===== src/rtl/adc_seq_pkg.sv =====
package adc_seq_pkg;

  // Which timing profile the running conversion follows
  typedef enum logic [1:0] {
    MODE_FIRST = 2'd0,
    MODE_SOFT  = 2'd1,
    MODE_HW    = 2'd2
  } conv_mode_e;

endpackage


===== src/rtl/adc_sel_buf.sv =====
module adc_sel_buf #(
  parameter int CH_W  = 6,
  parameter int REF_W = 3
) (
  input  logic             clk,
  input  logic             rst,
  input  logic             wr_i,
  input  logic [CH_W-1:0]  ch_i,
  input  logic [REF_W-1:0] rf_i,
  input  logic             lock_i,
  output logic [CH_W-1:0]  ch_o,
  output logic [REF_W-1:0] rf_o
);

  logic [CH_W-1:0]  ch_stage;
  logic [REF_W-1:0] rf_stage;

  // Staging register: open to the CPU on every cycle
  always_ff @(posedge clk) begin
    if (rst) begin
      ch_stage <= '0;
      rf_stage <= '0;
    end else if (wr_i) begin
      ch_stage <= ch_i;
      rf_stage <= rf_i;
    end
  end

  // Active copy follows staging except while the converter holds it
  always_ff @(posedge clk) begin
    if (rst) begin
      ch_o <= '0;
      rf_o <= '0;
    end else if (!lock_i) begin
      ch_o <= ch_stage;
      rf_o <= rf_stage;
    end
  end

endmodule


===== src/rtl/adc_seq_timer.sv =====
module adc_seq_timer
  import adc_seq_pkg::*;
#(
  parameter int FIRST_CYC = 25,
  parameter int SOFT_CYC  = 13,
  parameter int HW_CYC    = 14,
  parameter int RES_W     = 10,
  localparam int IDX_W    = (RES_W > 1) ? $clog2(RES_W) : 1
) (
  input  logic             clk,
  input  logic             rst,
  input  logic             en_i,
  input  logic             sw_req_i,
  input  logic             hw_req_i,
  output logic             busy_o,
  output logic             hold_o,
  output logic             smp_o,
  output logic             bit_o,
  output logic [IDX_W-1:0] idx_o,
  output logic             last_o
);

  localparam int MAX_A = (FIRST_CYC > SOFT_CYC) ? FIRST_CYC : SOFT_CYC;
  localparam int MAX_C = (MAX_A > HW_CYC) ? MAX_A : HW_CYC;
  localparam int CNT_W = $clog2(MAX_C + 1);
  localparam logic [CNT_W-1:0] ONE     = CNT_W'(1);
  localparam logic [CNT_W-1:0] TAIL    = CNT_W'(RES_W + 1);
  localparam logic [CNT_W-1:0] FIRST_C = CNT_W'(FIRST_CYC);
  localparam logic [CNT_W-1:0] SOFT_C  = CNT_W'(SOFT_CYC);
  localparam logic [CNT_W-1:0] HW_C    = CNT_W'(HW_CYC);

  conv_mode_e       mode_q;
  logic             first_q;
  logic [CNT_W-1:0] cnt_q;
  logic [CNT_W-1:0] len;
  logic [CNT_W-1:0] smp_pt;
  logic             run;

  always_comb begin
    case (mode_q)
      MODE_FIRST: len = FIRST_C;
      MODE_HW:    len = HW_C;
      default:    len = SOFT_C;
    endcase
  end

  // Sampling closes a fixed tail of clocks before completion
  assign smp_pt = len - TAIL;
  assign run    = en_i && busy_o;
  assign last_o = run && (cnt_q == len);
  assign smp_o  = run && (cnt_q == smp_pt);
  assign bit_o  = run && (cnt_q > smp_pt) && (cnt_q < len);
  assign idx_o  = IDX_W'(len - cnt_q - ONE);

  always_ff @(posedge clk) begin
    if (rst) begin
      busy_o  <= 1'b0;
      hold_o  <= 1'b0;
      cnt_q   <= '0;
      first_q <= 1'b1;
      mode_q  <= MODE_FIRST;
    end else if (!en_i) begin
      busy_o  <= 1'b0;
      hold_o  <= 1'b0;
      cnt_q   <= '0;
      first_q <= 1'b1;
    end else if (!busy_o) begin
      if (sw_req_i || hw_req_i) begin
        busy_o  <= 1'b1;
        cnt_q   <= ONE;
        first_q <= 1'b0;
        if (first_q)       mode_q <= MODE_FIRST;
        else if (sw_req_i) mode_q <= MODE_SOFT;
        else               mode_q <= MODE_HW;
      end
    end else if (last_o) begin
      busy_o <= 1'b0;
      hold_o <= 1'b0;
      cnt_q  <= '0;
    end else begin
      cnt_q <= cnt_q + ONE;
      if (smp_o) hold_o <= 1'b1;
    end
  end

endmodule


===== src/rtl/adc_sar_reg.sv =====
module adc_sar_reg #(
  parameter int RES_W  = 10,
  localparam int IDX_W = (RES_W > 1) ? $clog2(RES_W) : 1
) (
  input  logic             clk,
  input  logic             rst,
  input  logic             smp_i,
  input  logic             bit_i,
  input  logic [IDX_W-1:0] idx_i,
  input  logic             last_i,
  input  logic             cmp_i,
  input  logic             clr_i,
  output logic [RES_W-1:0] trial_o,
  output logic [RES_W-1:0] result_o,
  output logic             done_o
);

  localparam logic [RES_W-1:0] TOP_BIT = {1'b1, {(RES_W-1){1'b0}}};

  logic [RES_W-1:0] trial_nxt;

  // Decide the bit under test, then raise the next lower one
  always_comb begin
    trial_nxt = trial_o;
    if (!cmp_i) trial_nxt[idx_i] = 1'b0;
    if (idx_i != '0) trial_nxt[idx_i - 1'b1] = 1'b1;
  end

  always_ff @(posedge clk) begin
    if (rst) begin
      trial_o  <= '0;
      result_o <= '0;
      done_o   <= 1'b0;
    end else begin
      if (smp_i)      trial_o <= TOP_BIT;
      else if (bit_i) trial_o <= trial_nxt;
      if (last_i) begin
        result_o <= trial_o;
        done_o   <= 1'b1;
      end else if (clr_i) begin
        done_o <= 1'b0;
      end
    end
  end

endmodule


===== src/rtl/adc_conv_seq.sv =====
module adc_conv_seq #(
  parameter int CH_W      = 6,
  parameter int REF_W     = 3,
  parameter int RES_W     = 10,
  parameter int FIRST_CYC = 25,
  parameter int SOFT_CYC  = 13,
  parameter int HW_CYC    = 14
) (
  input  logic             clk,
  input  logic             rst,
  input  logic             en_i,
  input  logic             start_i,
  input  logic             auto_en_i,
  input  logic             trig_i,
  input  logic             sel_wr_i,
  input  logic [CH_W-1:0]  chan_i,
  input  logic [REF_W-1:0] vref_i,
  input  logic             done_clr_i,
  input  logic             cmp_i,
  output logic [CH_W-1:0]  chan_o,
  output logic [REF_W-1:0] vref_o,
  output logic             hold_o,
  output logic [RES_W-1:0] trial_o,
  output logic [RES_W-1:0] result_o,
  output logic             busy_o,
  output logic             done_o
);

  localparam int IDX_W = (RES_W > 1) ? $clog2(RES_W) : 1;

  logic             smp;
  logic             bit_en;
  logic             last;
  logic [IDX_W-1:0] idx;
  logic             lock;

  // Frozen from the start edge until the final cycle of a conversion
  assign lock = en_i && busy_o && !last;

  adc_seq_timer #(
    .FIRST_CYC(FIRST_CYC),
    .SOFT_CYC (SOFT_CYC),
    .HW_CYC   (HW_CYC),
    .RES_W    (RES_W)
  ) u_timer (
    .clk     (clk),
    .rst     (rst),
    .en_i    (en_i),
    .sw_req_i(start_i),
    .hw_req_i(auto_en_i && trig_i),
    .busy_o  (busy_o),
    .hold_o  (hold_o),
    .smp_o   (smp),
    .bit_o   (bit_en),
    .idx_o   (idx),
    .last_o  (last)
  );

  adc_sel_buf #(
    .CH_W (CH_W),
    .REF_W(REF_W)
  ) u_sel (
    .clk   (clk),
    .rst   (rst),
    .wr_i  (sel_wr_i),
    .ch_i  (chan_i),
    .rf_i  (vref_i),
    .lock_i(lock),
    .ch_o  (chan_o),
    .rf_o  (vref_o)
  );

  adc_sar_reg #(
    .RES_W(RES_W)
  ) u_sar (
    .clk     (clk),
    .rst     (rst),
    .smp_i   (smp),
    .bit_i   (bit_en),
    .idx_i   (idx),
    .last_i  (last),
    .cmp_i   (cmp_i),
    .clr_i   (done_clr_i),
    .trial_o (trial_o),
    .result_o(result_o),
    .done_o  (done_o)
  );

endmodule


===== config.mk =====
export PLATFORM = sky130hd
export DESIGN_NAME = adc_conv_seq
export DESIGN_NICKNAME = d
export VERILOG_FILES = /design/src/rtl/adc_seq_pkg.sv /design/src/rtl/adc_sel_buf.sv /design/src/rtl/adc_seq_timer.sv /design/src/rtl/adc_sar_reg.sv /design/src/rtl/adc_conv_seq.sv
export SDC_FILE = /design/constraint.sdc
export NUM_CORES = 1
export LEC_CHECK = 0
export ABC_AREA = 0
export CORE_ASPECT_RATIO = 1.5
export CORE_MARGIN = 4
export CORE_UTILIZATION = 56
export CTS_BUF_LIST = sky130_fd_sc_hd__clkbuf_4
export CTS_CLUSTER_DIAMETER = 100
export CTS_CLUSTER_SIZE = 14
export DETAILED_ROUTE_END_ITERATION = 8
export GPL_ROUTABILITY_DRIVEN = 1
export PLACE_DENSITY_LB_ADDON = 0.2
export SYNTH_ARGS = -nofsm -noshare
export SYNTH_HDL_FRONTEND = slang
export SYNTH_SLANG_ARGS = --single-unit

===== constraint.sdc =====
create_clock -name clk -period 6.5 [get_ports clk]
set_input_delay 1.3 -clock clk [delete_from_list [all_inputs] [get_ports clk]]
set_output_delay 1.3 -clock clk [all_outputs]
set_load 0.01 [all_outputs]

==> flow_summary.json <==
{
  "final-max-slew-violation-count": 0,
  "status": "finished clean",
  "cts_buffers": 5,
  "synth-seq-cells": 49,
  "antennaDiodeCount": 0,
  "synth-main-ff-cell": "dfxtp_1",
  "grt_max_degree": 38,
  "period_share_pct": 45.9,
  "ant_nets": 0,
  "synth_warnings": 0,
  "ys_types": 47,
  "start_util_pct": 57.8,
  "syn_area_sq_mm": 0.00227,
  "maxSlewHeadroom_pct": 24.1,
  "track_usage_pct": 21.6,
  "setup_tns_ps": 0,
  "viasPerCell": 5.77,
  "grt_pass1_wl_microns": 8650,
  "seq_area_frac_synth_pct": 43.2,
  "cts_setup_buffers": 0,
  "ios": 50,
  "worstPathMaxFanout": 8,
  "wl_per_cell_microns": 14.9,
  "powerDensity_mw_per_mm2": 181,
  "n_fill_cell": 310,
  "end_kind": "register",
  "rows": 28,
  "drt-total-wl_microns": 4900,
  "remaining_drc_errors": 0,
  "place_area_sq_mm": 0.00279,
  "whs_ps": 484,
  "max-vdd-ir-drop_mv": 0.184,
  "hpwl_microns": 3640,
  "cts_resized": 0,
  "nNetsFinal": 312,
  "cts_buffer_depth": 2,
  "vias": 1898,
  "clockRootBuffer": "clkbuf_4",
  "drv_cap": 0,
  "htree_levels": 2,
  "die_h_microns": 86.0,
  "synth_fp_nets": 264,
  "cts.sink_count": 49,
  "path_class": "input port to register",
  "post-route-min-period_ps": 2980,
  "hold_violations": 0,
  "rsz0062_at_grt": "no",
  "setup_viol": 0,
  "grt-ovfl-total": 0,
  "cts_tree": "done",
  "first_global_vias": 1947,
  "place.gp.congestion": 0.901,
  "power.leakage_nw": 1.15,
  "syn2layout_area_growth_pct": 25.5,
  "final_layout_size_suffix_gt1_share_pct": 4.93,
  "clkSlewWorstSetupHoldPaths_ps": 140,
  "finalInstanceArea_sq_mm": 0.00285,
  "power_mw": 0.517,
  "hold_path.class": "register to register",
  "insertion_delay_ps": 370,
  "start_kind": "input port",
  "tightest_slew_ps": 1140,
  "synth_cells": 235,
  "drt_first_pass_iters": 4,
  "die_x_microns": 60.0,
  "pre_cts_slack_ps": 3110,
  "setup_slack_ps": 3520,
  "async_reset_ff_share_pct": 0,
  "numPortBuffers": 49,
  "final.setup_skew_ps": 9.44,
  "holdBufCountCts": 0,
  "syn-mean-instance-area_sq_um": 9.65,
  "drt-initial-drc-count": 114,
  "core_sq_mm": 0.00392,
  "crit_required_ps": 6780,
  "synth-edff-count": 0,
  "cp_data_arrival_time_ps": 3270,
  "antenna_found_initial": 0,
  "dieArea_sq_mm": 0.00515,
  "clock.fmax_mhz": 335
}
## flip-flops by register name, indices dropped and copies added, names as in the netlist, 2 cells and up
| register | flops |
|---|---|
| u_sar.result_o | 10 |
| u_sar.trial_o | 10 |
| u_sel.ch_o | 6 |
| u_sel.ch_stage | 6 |
| u_timer.cnt_q | 5 |
| u_sel.rf_o | 3 |
| u_sel.rf_stage | 3 |
| u_timer.mode_q | 2 |
## critical path, cell delays in order
cell	delay, ps
clkdlybuf4s50_1	550
nand2_1	140
a2111oi_2	250
nor3b_4	380
or3b_1	380
a32o_1	260
## per-layer routing
layer | global-route usage (%) | up-vias | part of all wire [%]
li1 | - | 944 | -
met1 | 24.4 | 905 | 42
met2 | 37.3 | 41 | 52
met3 | 5.12 | 8 | 3.9
met4 | 9.07 | 0 | 2.1
met5 | 0 | - | 0
## power by group
group	total, mW	internal [mW]	switching, mW
Sequential	0.312	0.307	0.00493
Combinational	0.0587	0.0292	0.0295
Clock	0.146	0.0465	0.0993
Total	0.517	0.383	0.134
## area by class of cell
cell class	instances	area [sq um]	area share [%]
inverter	8	30.0	1.05
sequential	49	981	34.4
multi-input combinational	169	1220	42.9
clock buffer	6	45.0	1.58
clock inverter	2	15.0	0.527
tap	45	56.3	1.98
timing repair buffer	50	498	17.5
## cells by family (layout without fill, tap and decap cells)
group	count (synthesis)	after routing	share of synthesized area (%)
buffers and inverters	17	66	2.87
flip-flops	49	49	43.2
multiplexers	30	30	13.3
adder cells (fa/ha/maj)	11	11	6.40
AND/OR/NAND/NOR	93	93	21.6
AO/OA/AOI/OAI	35	35	12.6
## Yosys cell counts (all sizes together), types with 2 or more instances
| library cell | count | area share [%] |
|---|---|---|
| a211oi | 3 | 0.99 |
| a21oi | 7 | 1.5 |
| a311oi | 2 | 0.77 |
| a31oi | 2 | 0.55 |
| a32o | 7 | 3.1 |
| and2 | 3 | 0.83 |
| and3 | 2 | 0.55 |
| buf | 4 | 0.72 |
| clkbuf | 5 | 0.83 |
| dfxtp | 49 | 43 |
| ha | 10 | 5.5 |
| inv | 8 | 1.3 |
| mux2i | 29 | 13 |
| nand2 | 7 | 1.2 |
| nand2b | 7 | 1.9 |
| nand3 | 5 | 1.1 |
| nand3b | 4 | 1.3 |
| nor2 | 40 | 6.6 |
| nor2b | 6 | 1.7 |
| nor3 | 6 | 1.5 |
| nor4 | 2 | 0.55 |
| o21ai | 3 | 0.66 |
| or2 | 2 | 0.55 |
| or3b | 2 | 0.77 |
## per-stage QoR
| step | utilization (%) | cells |
|---|---|---|
| after floorplan | - | 235 |
| after global placement | 71.0 | 321 |
| after detailed placement | 71.0 | 321 |
| after CTS | 72.6 | 329 |
| after global routing | 72.6 | 329 |
| final | 72.6 | 329 |
## cell usage in the layout (no fill, tap or decap), drive strengths merged, types with 2 or more instances in the layout
cell type	instances
nand2b	7
clkinvlp	2
dfxtp	49
or3b	2
a21oi	7
inv	8
a32o	7
nor4	2
a31oi	2
nand2	7
clkbuf	6
mux2i	29
clkdlybuf4s50	49
a311oi	2
nor3	6
or2	2
nand3	5
nor2	40
a211oi	3
o21ai	3
ha	10
nor2b	6
and2	3
and3	2
nand3b	4
## worst paths after layout
| check | slack, ps | cells after the start | startpoint | endpoint |
|---|---|---|---|---|
| worst max-delay path | 3520 | 6 | en_i | u_sar.trial_o[8] |
| worst min-delay path | 480 | 2 | u_sar.done_o | u_sar.done_o |
| worst max register to register | 3550 | 9 | u_timer.mode_q[0] | u_sar.trial_o[8] |
| worst min register to register | 480 | 2 | u_sar.done_o | u_sar.done_o |
No activity file was read; power rests on OpenSTA's default activity.
